--- src/rtl/sop_pkg.sv ---
package sop_pkg;
   typedef enum logic [2:0] {
      SK_LSL = 3'd0,
      SK_LSR = 3'd1,
      SK_ASR = 3'd2,
      SK_ROR = 3'd3,
      SK_RRX = 3'd4
   } shift_kind_e;

   localparam int FORM_BIT   = 25;
   localparam int FIELD_W    = 12;
   localparam int IMM8_W     = 8;
   localparam int ROT4_W     = 4;
   localparam int SHAMT_W    = 5;
   localparam int CODE_W     = 3;
endpackage

--- src/rtl/sop_rotr.sv ---
module sop_rotr #(
   parameter int W  = 32,
   parameter int AW = $clog2(W)
) (
   input  logic [W-1:0]  din,
   input  logic [AW-1:0] amt,
   output logic [W-1:0]  dout
);
   if (W < 2 || (1 << AW) != W) begin : g_chk
      $error("sop_rotr: W must be a power of two matching AW");
   end

   logic [W-1:0] stg [0:AW];
   assign stg[0] = din;

   for (genvar s = 0; s < AW; s++) begin : g_stage
      localparam int K = 1 << s;
      assign stg[s+1] = amt[s] ? {stg[s][K-1:0], stg[s][W-1:K]} : stg[s];
   end

   assign dout = stg[AW];
endmodule

--- src/rtl/sop_imm_rot.sv ---
module sop_imm_rot #(
   parameter int W = 32
) (
   input  logic [sop_pkg::IMM8_W-1:0] imm8,
   input  logic [sop_pkg::ROT4_W-1:0] rot4,
   input  logic                        cin,
   output logic [W-1:0]                res,
   output logic                        cout
);
   localparam int AW = $clog2(W);

   if (AW < sop_pkg::ROT4_W + 1) begin : g_chk
      $error("sop_imm_rot: W too narrow for the rotate field");
   end

   logic [AW-1:0] rot_amt;
   logic [W-1:0]  base;

   assign rot_amt = AW'({rot4, 1'b0});
   assign base    = W'(imm8);

   sop_rotr #(.W(W), .AW(AW)) u_rot (
      .din  (base),
      .amt  (rot_amt),
      .dout (res)
   );

   assign cout = (rot4 == '0) ? cin : res[W-1];
endmodule

--- src/rtl/sop_amt_dec.sv ---
module sop_amt_dec
   import sop_pkg::*;
#(
   parameter int W     = 32,
   parameter int AMT_W = 8
) (
   input  logic [CODE_W-1:0]  code,
   input  logic [SHAMT_W-1:0] imm_amt,
   input  logic [AMT_W-1:0]   reg_amt,
   output shift_kind_e        kind,
   output logic [AMT_W-1:0]   amt,
   output logic               keep
);
   if (AMT_W <= $clog2(W)) begin : g_chk
      $error("sop_amt_dec: AMT_W must hold the value W");
   end

   shift_kind_e base_kind;

   always_comb begin
      unique case (code[2:1])
         2'd0:    base_kind = SK_LSL;
         2'd1:    base_kind = SK_LSR;
         2'd2:    base_kind = SK_ASR;
         default: base_kind = SK_ROR;
      endcase
   end

   always_comb begin
      kind = base_kind;
      amt  = AMT_W'(imm_amt);
      keep = 1'b0;
      if (code[0]) begin
         amt  = reg_amt;
         keep = (reg_amt == '0);
      end else if (imm_amt == '0) begin
         unique case (base_kind)
            SK_LSL:  keep = 1'b1;
            SK_ROR:  kind = SK_RRX;
            default: amt  = AMT_W'(W);
         endcase
      end
   end
endmodule

--- src/rtl/sop_barrel.sv ---
module sop_barrel
   import sop_pkg::*;
#(
   parameter int W     = 32,
   parameter int AMT_W = 8
) (
   input  logic [W-1:0]     din,
   input  shift_kind_e      kind,
   input  logic [AMT_W-1:0] amt,
   input  logic             keep,
   input  logic             cin,
   output logic [W-1:0]     res,
   output logic             cout
);
   localparam int LW = $clog2(W);

   logic [LW-1:0] low;
   logic          big;
   logic          exact;
   logic [W:0]    lsl_t;
   logic [W:0]    lsr_t;
   logic [W:0]    asr_t;
   logic [W-1:0]  ror_r;

   assign low   = amt[LW-1:0];
   assign big   = (amt >= AMT_W'(W));
   assign exact = (amt == AMT_W'(W));

   assign lsl_t = {1'b0, din} << low;
   assign lsr_t = {din, 1'b0} >> low;
   assign asr_t = $unsigned($signed({din, 1'b0}) >>> low);

   sop_rotr #(.W(W), .AW(LW)) u_ror (
      .din  (din),
      .amt  (low),
      .dout (ror_r)
   );

   always_comb begin
      res  = din;
      cout = cin;
      if (!keep) begin
         unique case (kind)
            SK_LSL: begin
               if (big) begin
                  res  = '0;
                  cout = exact ? din[0] : 1'b0;
               end else begin
                  res  = lsl_t[W-1:0];
                  cout = lsl_t[W];
               end
            end
            SK_LSR: begin
               if (big) begin
                  res  = '0;
                  cout = exact ? din[W-1] : 1'b0;
               end else begin
                  res  = lsr_t[W:1];
                  cout = lsr_t[0];
               end
            end
            SK_ASR: begin
               if (big) begin
                  res  = {W{din[W-1]}};
                  cout = din[W-1];
               end else begin
                  res  = asr_t[W:1];
                  cout = asr_t[0];
               end
            end
            SK_ROR: begin
               res  = ror_r;
               cout = ror_r[W-1];
            end
            default: begin
               res  = {cin, din[W-1:1]};
               cout = din[0];
            end
         endcase
      end
   end
endmodule

--- src/rtl/shift_operand_unit.sv ---
module shift_operand_unit
   import sop_pkg::*;
#(
   parameter int DATA_W = 32,
   parameter int AMT_W  = 8
) (
   input  logic              clk,
   input  logic              rst_n,
   input  logic              in_valid,
   input  logic [31:0]       instr,
   input  logic [DATA_W-1:0] rm_val,
   input  logic [DATA_W-1:0] rs_val,
   input  logic              carry_in,
   output logic              out_valid,
   output logic [DATA_W-1:0] operand,
   output logic              carry_out
);
   if (DATA_W != 32) begin : g_chk_w
      $error("shift_operand_unit: field layout needs DATA_W == 32");
   end
   if (AMT_W > DATA_W) begin : g_chk_a
      $error("shift_operand_unit: AMT_W exceeds DATA_W");
   end

   logic unused_in_bits;
   assign unused_in_bits = ^{instr[31:FORM_BIT+1], instr[FORM_BIT-1:FIELD_W],
                             rs_val[DATA_W-1:AMT_W]};

   // input stage
   logic               v_q;
   logic               sel_q;
   logic [FIELD_W-1:0] fld_q;
   logic [DATA_W-1:0]  rm_q;
   logic [AMT_W-1:0]   rs_q;
   logic               cin_q;

   always_ff @(posedge clk or negedge rst_n) begin
      if (!rst_n) begin
         v_q   <= 1'b0;
         sel_q <= 1'b0;
         fld_q <= '0;
         rm_q  <= '0;
         rs_q  <= '0;
         cin_q <= 1'b0;
      end else begin
         v_q <= in_valid;
         if (in_valid) begin
            sel_q <= instr[FORM_BIT];
            fld_q <= instr[FIELD_W-1:0];
            rm_q  <= rm_val;
            rs_q  <= rs_val[AMT_W-1:0];
            cin_q <= carry_in;
         end
      end
   end

   // operand paths
   logic [DATA_W-1:0] imm_res;
   logic              imm_c;
   shift_kind_e       kind;
   logic [AMT_W-1:0]  amt;
   logic              keep;
   logic [DATA_W-1:0] sh_res;
   logic              sh_c;

   sop_imm_rot #(.W(DATA_W)) u_imm (
      .imm8 (fld_q[IMM8_W-1:0]),
      .rot4 (fld_q[FIELD_W-1:IMM8_W]),
      .cin  (cin_q),
      .res  (imm_res),
      .cout (imm_c)
   );

   sop_amt_dec #(.W(DATA_W), .AMT_W(AMT_W)) u_dec (
      .code    (fld_q[6:4]),
      .imm_amt (fld_q[11:7]),
      .reg_amt (rs_q),
      .kind    (kind),
      .amt     (amt),
      .keep    (keep)
   );

   sop_barrel #(.W(DATA_W), .AMT_W(AMT_W)) u_sh (
      .din  (rm_q),
      .kind (kind),
      .amt  (amt),
      .keep (keep),
      .cin  (cin_q),
      .res  (sh_res),
      .cout (sh_c)
   );

   // output stage
   always_ff @(posedge clk or negedge rst_n) begin
      if (!rst_n) begin
         out_valid <= 1'b0;
         operand   <= '0;
         carry_out <= 1'b0;
      end else begin
         out_valid <= v_q;
         if (v_q) begin
            operand   <= sel_q ? imm_res : sh_res;
            carry_out <= sel_q ? imm_c   : sh_c;
         end
      end
   end

   // assertions
   a_r9_valid_follows: assert property (@(posedge clk) disable iff (!rst_n)
      v_q |=> out_valid);
   a_r9_no_spurious: assert property (@(posedge clk) disable iff (!rst_n)
      !v_q |=> !out_valid);
   a_r2_imm_bits: assert property (@(posedge clk) disable iff (!rst_n)
      (v_q && sel_q) |=> ($countones(operand) <= IMM8_W));
   a_r2_imm_carry: assert property (@(posedge clk) disable iff (!rst_n)
      (v_q && sel_q && fld_q[11:8] == '0) |=> (carry_out == $past(cin_q)));
   a_r6_rrx: assert property (@(posedge clk) disable iff (!rst_n)
      (v_q && !sel_q && fld_q[6:4] == 3'd6 && fld_q[11:7] == '0)
      |=> (operand[DATA_W-1] == $past(cin_q) && carry_out == $past(rm_q[0])));
   a_r7_zero_reg: assert property (@(posedge clk) disable iff (!rst_n)
      (v_q && !sel_q && fld_q[4] && rs_q == '0)
      |=> (operand == $past(rm_q) && carry_out == $past(cin_q)));
   a_r8_big_logical: assert property (@(posedge clk) disable iff (!rst_n)
      (v_q && !sel_q && (fld_q[6:4] == 3'd1 || fld_q[6:4] == 3'd3) && rs_q > AMT_W'(DATA_W))
      |=> (operand == '0 && !carry_out));
endmodule

--- config.mk ---
export PLATFORM = sky130hd
export DESIGN_NAME = shift_operand_unit
export DESIGN_NICKNAME = d
export VERILOG_FILES = /design/src/rtl/sop_pkg.sv /design/src/rtl/sop_rotr.sv /design/src/rtl/sop_imm_rot.sv /design/src/rtl/sop_amt_dec.sv /design/src/rtl/sop_barrel.sv /design/src/rtl/shift_operand_unit.sv
export SDC_FILE = /design/constraint.sdc
export NUM_CORES = 1
export LEC_CHECK = 0
export ABC_AREA = 1
export BUFFER_PORTS_ARGS = -buffer_cell sky130_fd_sc_hd__buf_4
export CAP_MARGIN = 25
export CELL_PAD_IN_SITES_DETAIL_PLACEMENT = 0
export CELL_PAD_IN_SITES_GLOBAL_PLACEMENT = 2
export CORE_ASPECT_RATIO = 1.25
export CORE_MARGIN = 2
export CORE_UTILIZATION = 33
export DETAILED_ROUTE_END_ITERATION = 8
export PLACE_DENSITY_LB_ADDON = 0.15
export SETUP_SLACK_MARGIN = 0.05
export SYNTH_ARGS = -nofsm -noshare
export SYNTH_HDL_FRONTEND = slang
export SYNTH_SLANG_ARGS = --single-unit
export TNS_END_PERCENT = 1
--- constraint.sdc ---
create_clock -name clk -period 3 [get_ports clk]
set_input_delay 0 -clock clk [delete_from_list [all_inputs] [get_ports clk]]
set_output_delay 0 -clock clk [all_outputs]
set_load 0.005 [all_outputs]
==> impl_metrics.yaml <==
floorplanning:
  floorplan.die.width_um: 159
  design.die.area_um2: 31600
  die_height_um: 198
  initial_cell_density_of_the_core_pct: 33.3
  cell_row_count: 71
  design.portCount: 134
  core_region_area_um2: 29900
timing:
  timing.slew.headroom_pct: 33.1
  worst_clock_skew_ps: 6.85
  hold_viol_final: 0
  fin_crit_ps: 2840
  max_slew.worst_pin.slew_ps: 990
  achievable-frequency_mhz: 352
  fin_crit_sh_pct: 94.8
  setup_violations_final: 0
  grt_setup_unrepaired: "yes"
  totalNegativeSetupSlack_ps: 0
  finalMaxSlewViolations: 0
routing:
  avgViaCountPerCell: 5.70
  drt-pass1-iter-count: 7
  wl_cell_um: 22.9
  first_iter_violations: 1224
  postRouteAntennaNets: 0
  detailroute.via_count: 13200
  count_of_unresolved_drc_violations_after_routing: 0
  drt-total-wl_mm: 52.9
placed_design:
  hpwl_mm: 41.5
  routabilityCongestion: 0.990
  port_buffers: 90
  place_area_um2: 11500
setup_path:
  rrSetupSlack_ps: 160
  critical_path_peak_fanout: 33
  nature_of_the_critical_path_startpoint: "flop"
  arrival_time_reported_for_the_critical_path_endpoint_ps: 3120
  worstSetupEndpointType: "flop"
  worst-endpoint-required_ps: 3280
  critical_path_class: "flop to flop"
final_layout:
  area_growth_pct: 24.9
  multi_input_comb_area_um2: 6900
  layout_common_cells: "nand2_1 (645), nand3_1 (413), buf_4 (160)"
  sequential_cell_area_um2: 2230
  fillers: 3365
  finish.instance_area_um2: 12400
  most_frequent_standard_cell_in_the_layout_excluding_fill_and_tap_cells: "nand2_1"
  final_layout_size_suffix_gt1_share_pct: 13.9
  final_layout_net_count: 2006
pwr:
  power_density_nw_per_um2: 539
  cellLeakagePower_nw: 6.10
  worst_supply_voltage_drop_on_vdd_mv: 0.314
synthesis:
  synth.net_count: 1878
  asyncSetResetFlopFracSynth_pct: 100
  synth_cell_type_count: 41
  synth_warnings: 0
  dominantRegCellSynth: "dfrtp_1"
  synth.ff_latch_count: 89
  post_synth_inst_count: 1773
  synth_sequential_area_ratio_pct: 22.4
  synth-edff-count: 0
  synthesis.area_um2: 9960
  syn_area_per_cell_um2: 5.62
clock_network:
  max-clock-path-buffers: 2
  cts_tree: "built"
  clk_pin_slew_ps: 70
  tritoncts.num_buffers: 9
  sink_count_of_the_clock_tree: 89
  clock_tree.htree_level_count: 3
  postCtsSetupBuffers: 0
  clock_latency_ps: 350
  clk_root_buffer_cell: "clkbuf_16"
grt:
  grt_overflow_total: 0
  antenna_violations_before_repair: 1
  largest_net_degree_at_the_start_of_global_routing: 106
  grt_pass1_vias: 12700
  grt_usage_pct: 33.2
  global_route_wire_length_before_repair_mm: 78.3
min_path:
  worst_hold_path_type: "input pin to asynchronous set/reset pin"
job:
  max-cap-violations: 0
outcome:
  status: "finished clean"
==> critical path: stages, from the launching register on <==
cell	delay, ps
dfrtp_1	360
inv_2	80
o21ai_4	600
buf_12	280
nand3_1	120
nand3_1	150
nand3_1	200
nand3_2	150
o21ai_1	70
nand2_1	60
nand2_1	40
nand3b_1	250
nand2_1	90
nand2_1	100
nand2_1	50
a21oi_1	130
==> cells by family after synthesis <==
kind of cell	synth area share, %
buffers and inverters	9.55
AND/OR/NAND/NOR	52.2
adder cells (fa/ha/maj)	0.628
AO/OA/AOI/OAI	14.8
multiplexers	0.452
flip-flops	22.4
==> path summary, 6_finish.rpt <==
kind / from / end / depth (start not counted)
min in group clk: in_valid / v_q$_DFF_PN0_ / 1
worst min-delay path: rst_n / operand[5]$_DFFE_PN0P_ / 2
max in group asynchronous: rst_n / rm_q[26]$_DFFE_PN0P_ / 3
worst max register to register: fld_q[4]$_DFFE_PN0P_ / operand[11]$_DFFE_PN0P_ / 15
worst max-delay path: fld_q[4]$_DFFE_PN0P_ / operand[11]$_DFFE_PN0P_ / 15
worst min register to register: operand[31]$_DFFE_PN0P_ / operand[31]$_DFFE_PN0P_ / 2
==> through the flow <==
| stage | cells | utilization (%) | total power [mW] | setup slack (ps) | hold slack (ps) |
|---|---|---|---|---|---|
| global route | 2307 | 41.5 | 7.11 | 14.7 | 223 |
| CTS | 2307 | 41.2 | 6.61 | 113 | 182 |
| detailed placement | 2236 | 38.3 | 5.28 | 112 | 16.9 |
| floorplan | 1773 | - | 3.71 | 958 | -296 |
| finish | 2308 | 41.6 | 6.70 | 157 | 167 |
| global placement | 2236 | 38.3 | 5.28 | 130 | 14.6 |
==> registers in the layout (all words and copies together), names as in the netlist <==
signal / cells
carry_out: 1
cin_q: 1
fld_q: 12
operand: 32
out_valid: 1
rm_q: 32
rs_q: 8
sel_q: 1
v_q: 1
==> per-layer routing <==
layer	part of all wire, %	global-route usage, %	wire length, um
met1	38	37.8	19900
met2	49	59.3	25900
met3	5.7	3.04	3000
met4	7.7	22.3	4050
met5	0	0	0
==> cell type report <==
class | count | share of cell area (%)
clock inverter | 6 | 0.724
clock buffer | 10 | 1.92
inverter | 93 | 2.83
timing repair buffer | 235 | 17.1
antenna | 1 | 0.0201
multi-input combinational | 1473 | 55.5
sequential | 89 | 17.9
tap | 401 | 4.03
==> Yosys cell counts, types with 2 or more instances <==
| cell type | count | share of area, % |
|---|---|---|
| a211oi_1 | 2 | 0.15 |
| a21oi_1 | 125 | 6.3 |
| a21oi_2 | 2 | 0.18 |
| a31oi_1 | 12 | 0.75 |
| and2_1 | 2 | 0.13 |
| buf_1 | 7 | 0.26 |
| buf_2 | 34 | 1.7 |
| buf_4 | 17 | 1.3 |
| buf_6 | 7 | 0.79 |
| clkbuf_1 | 53 | 2.0 |
| clkinv_1 | 3 | 0.11 |
| dfrtp_1 | 89 | 22 |
| ha_1 | 5 | 0.63 |
| inv_1 | 81 | 3.1 |
| inv_2 | 9 | 0.34 |
| mux2_2 | 4 | 0.45 |
| nand2_1 | 647 | 24 |
| nand2_2 | 9 | 0.57 |
| nand2_4 | 4 | 0.45 |
| nand3_1 | 424 | 21 |
| nand3_2 | 5 | 0.50 |
| nand4_1 | 6 | 0.38 |
| nor2_1 | 76 | 2.9 |
| nor2_2 | 3 | 0.19 |
| nor2_4 | 5 | 0.57 |
| nor3_1 | 3 | 0.15 |
| o211ai_1 | 6 | 0.45 |
| o21ai_0 | 90 | 4.5 |
| o21ai_1 | 18 | 0.90 |
| o21ai_2 | 6 | 0.53 |
| o221a_2 | 2 | 0.23 |
| o22ai_1 | 4 | 0.25 |
| o311ai_0 | 4 | 0.35 |
| or2_2 | 2 | 0.13 |
==> power by group <==
| part | switching, mW | internal (mW) |
|---|---|---|
| Combinational | 2.71 | 1.26 |
| Sequential | 0.116 | 1.35 |
| Clock | 0.513 | 0.756 |
==> timing repair <==
action,4_1_cts,5_1_grt
hold endpoints to repair,93,0
hold buffers,55,0
endpoints found under the setup margin,0,24
gates resized for setup,0,21
Power figures use the tool's default switching activity.
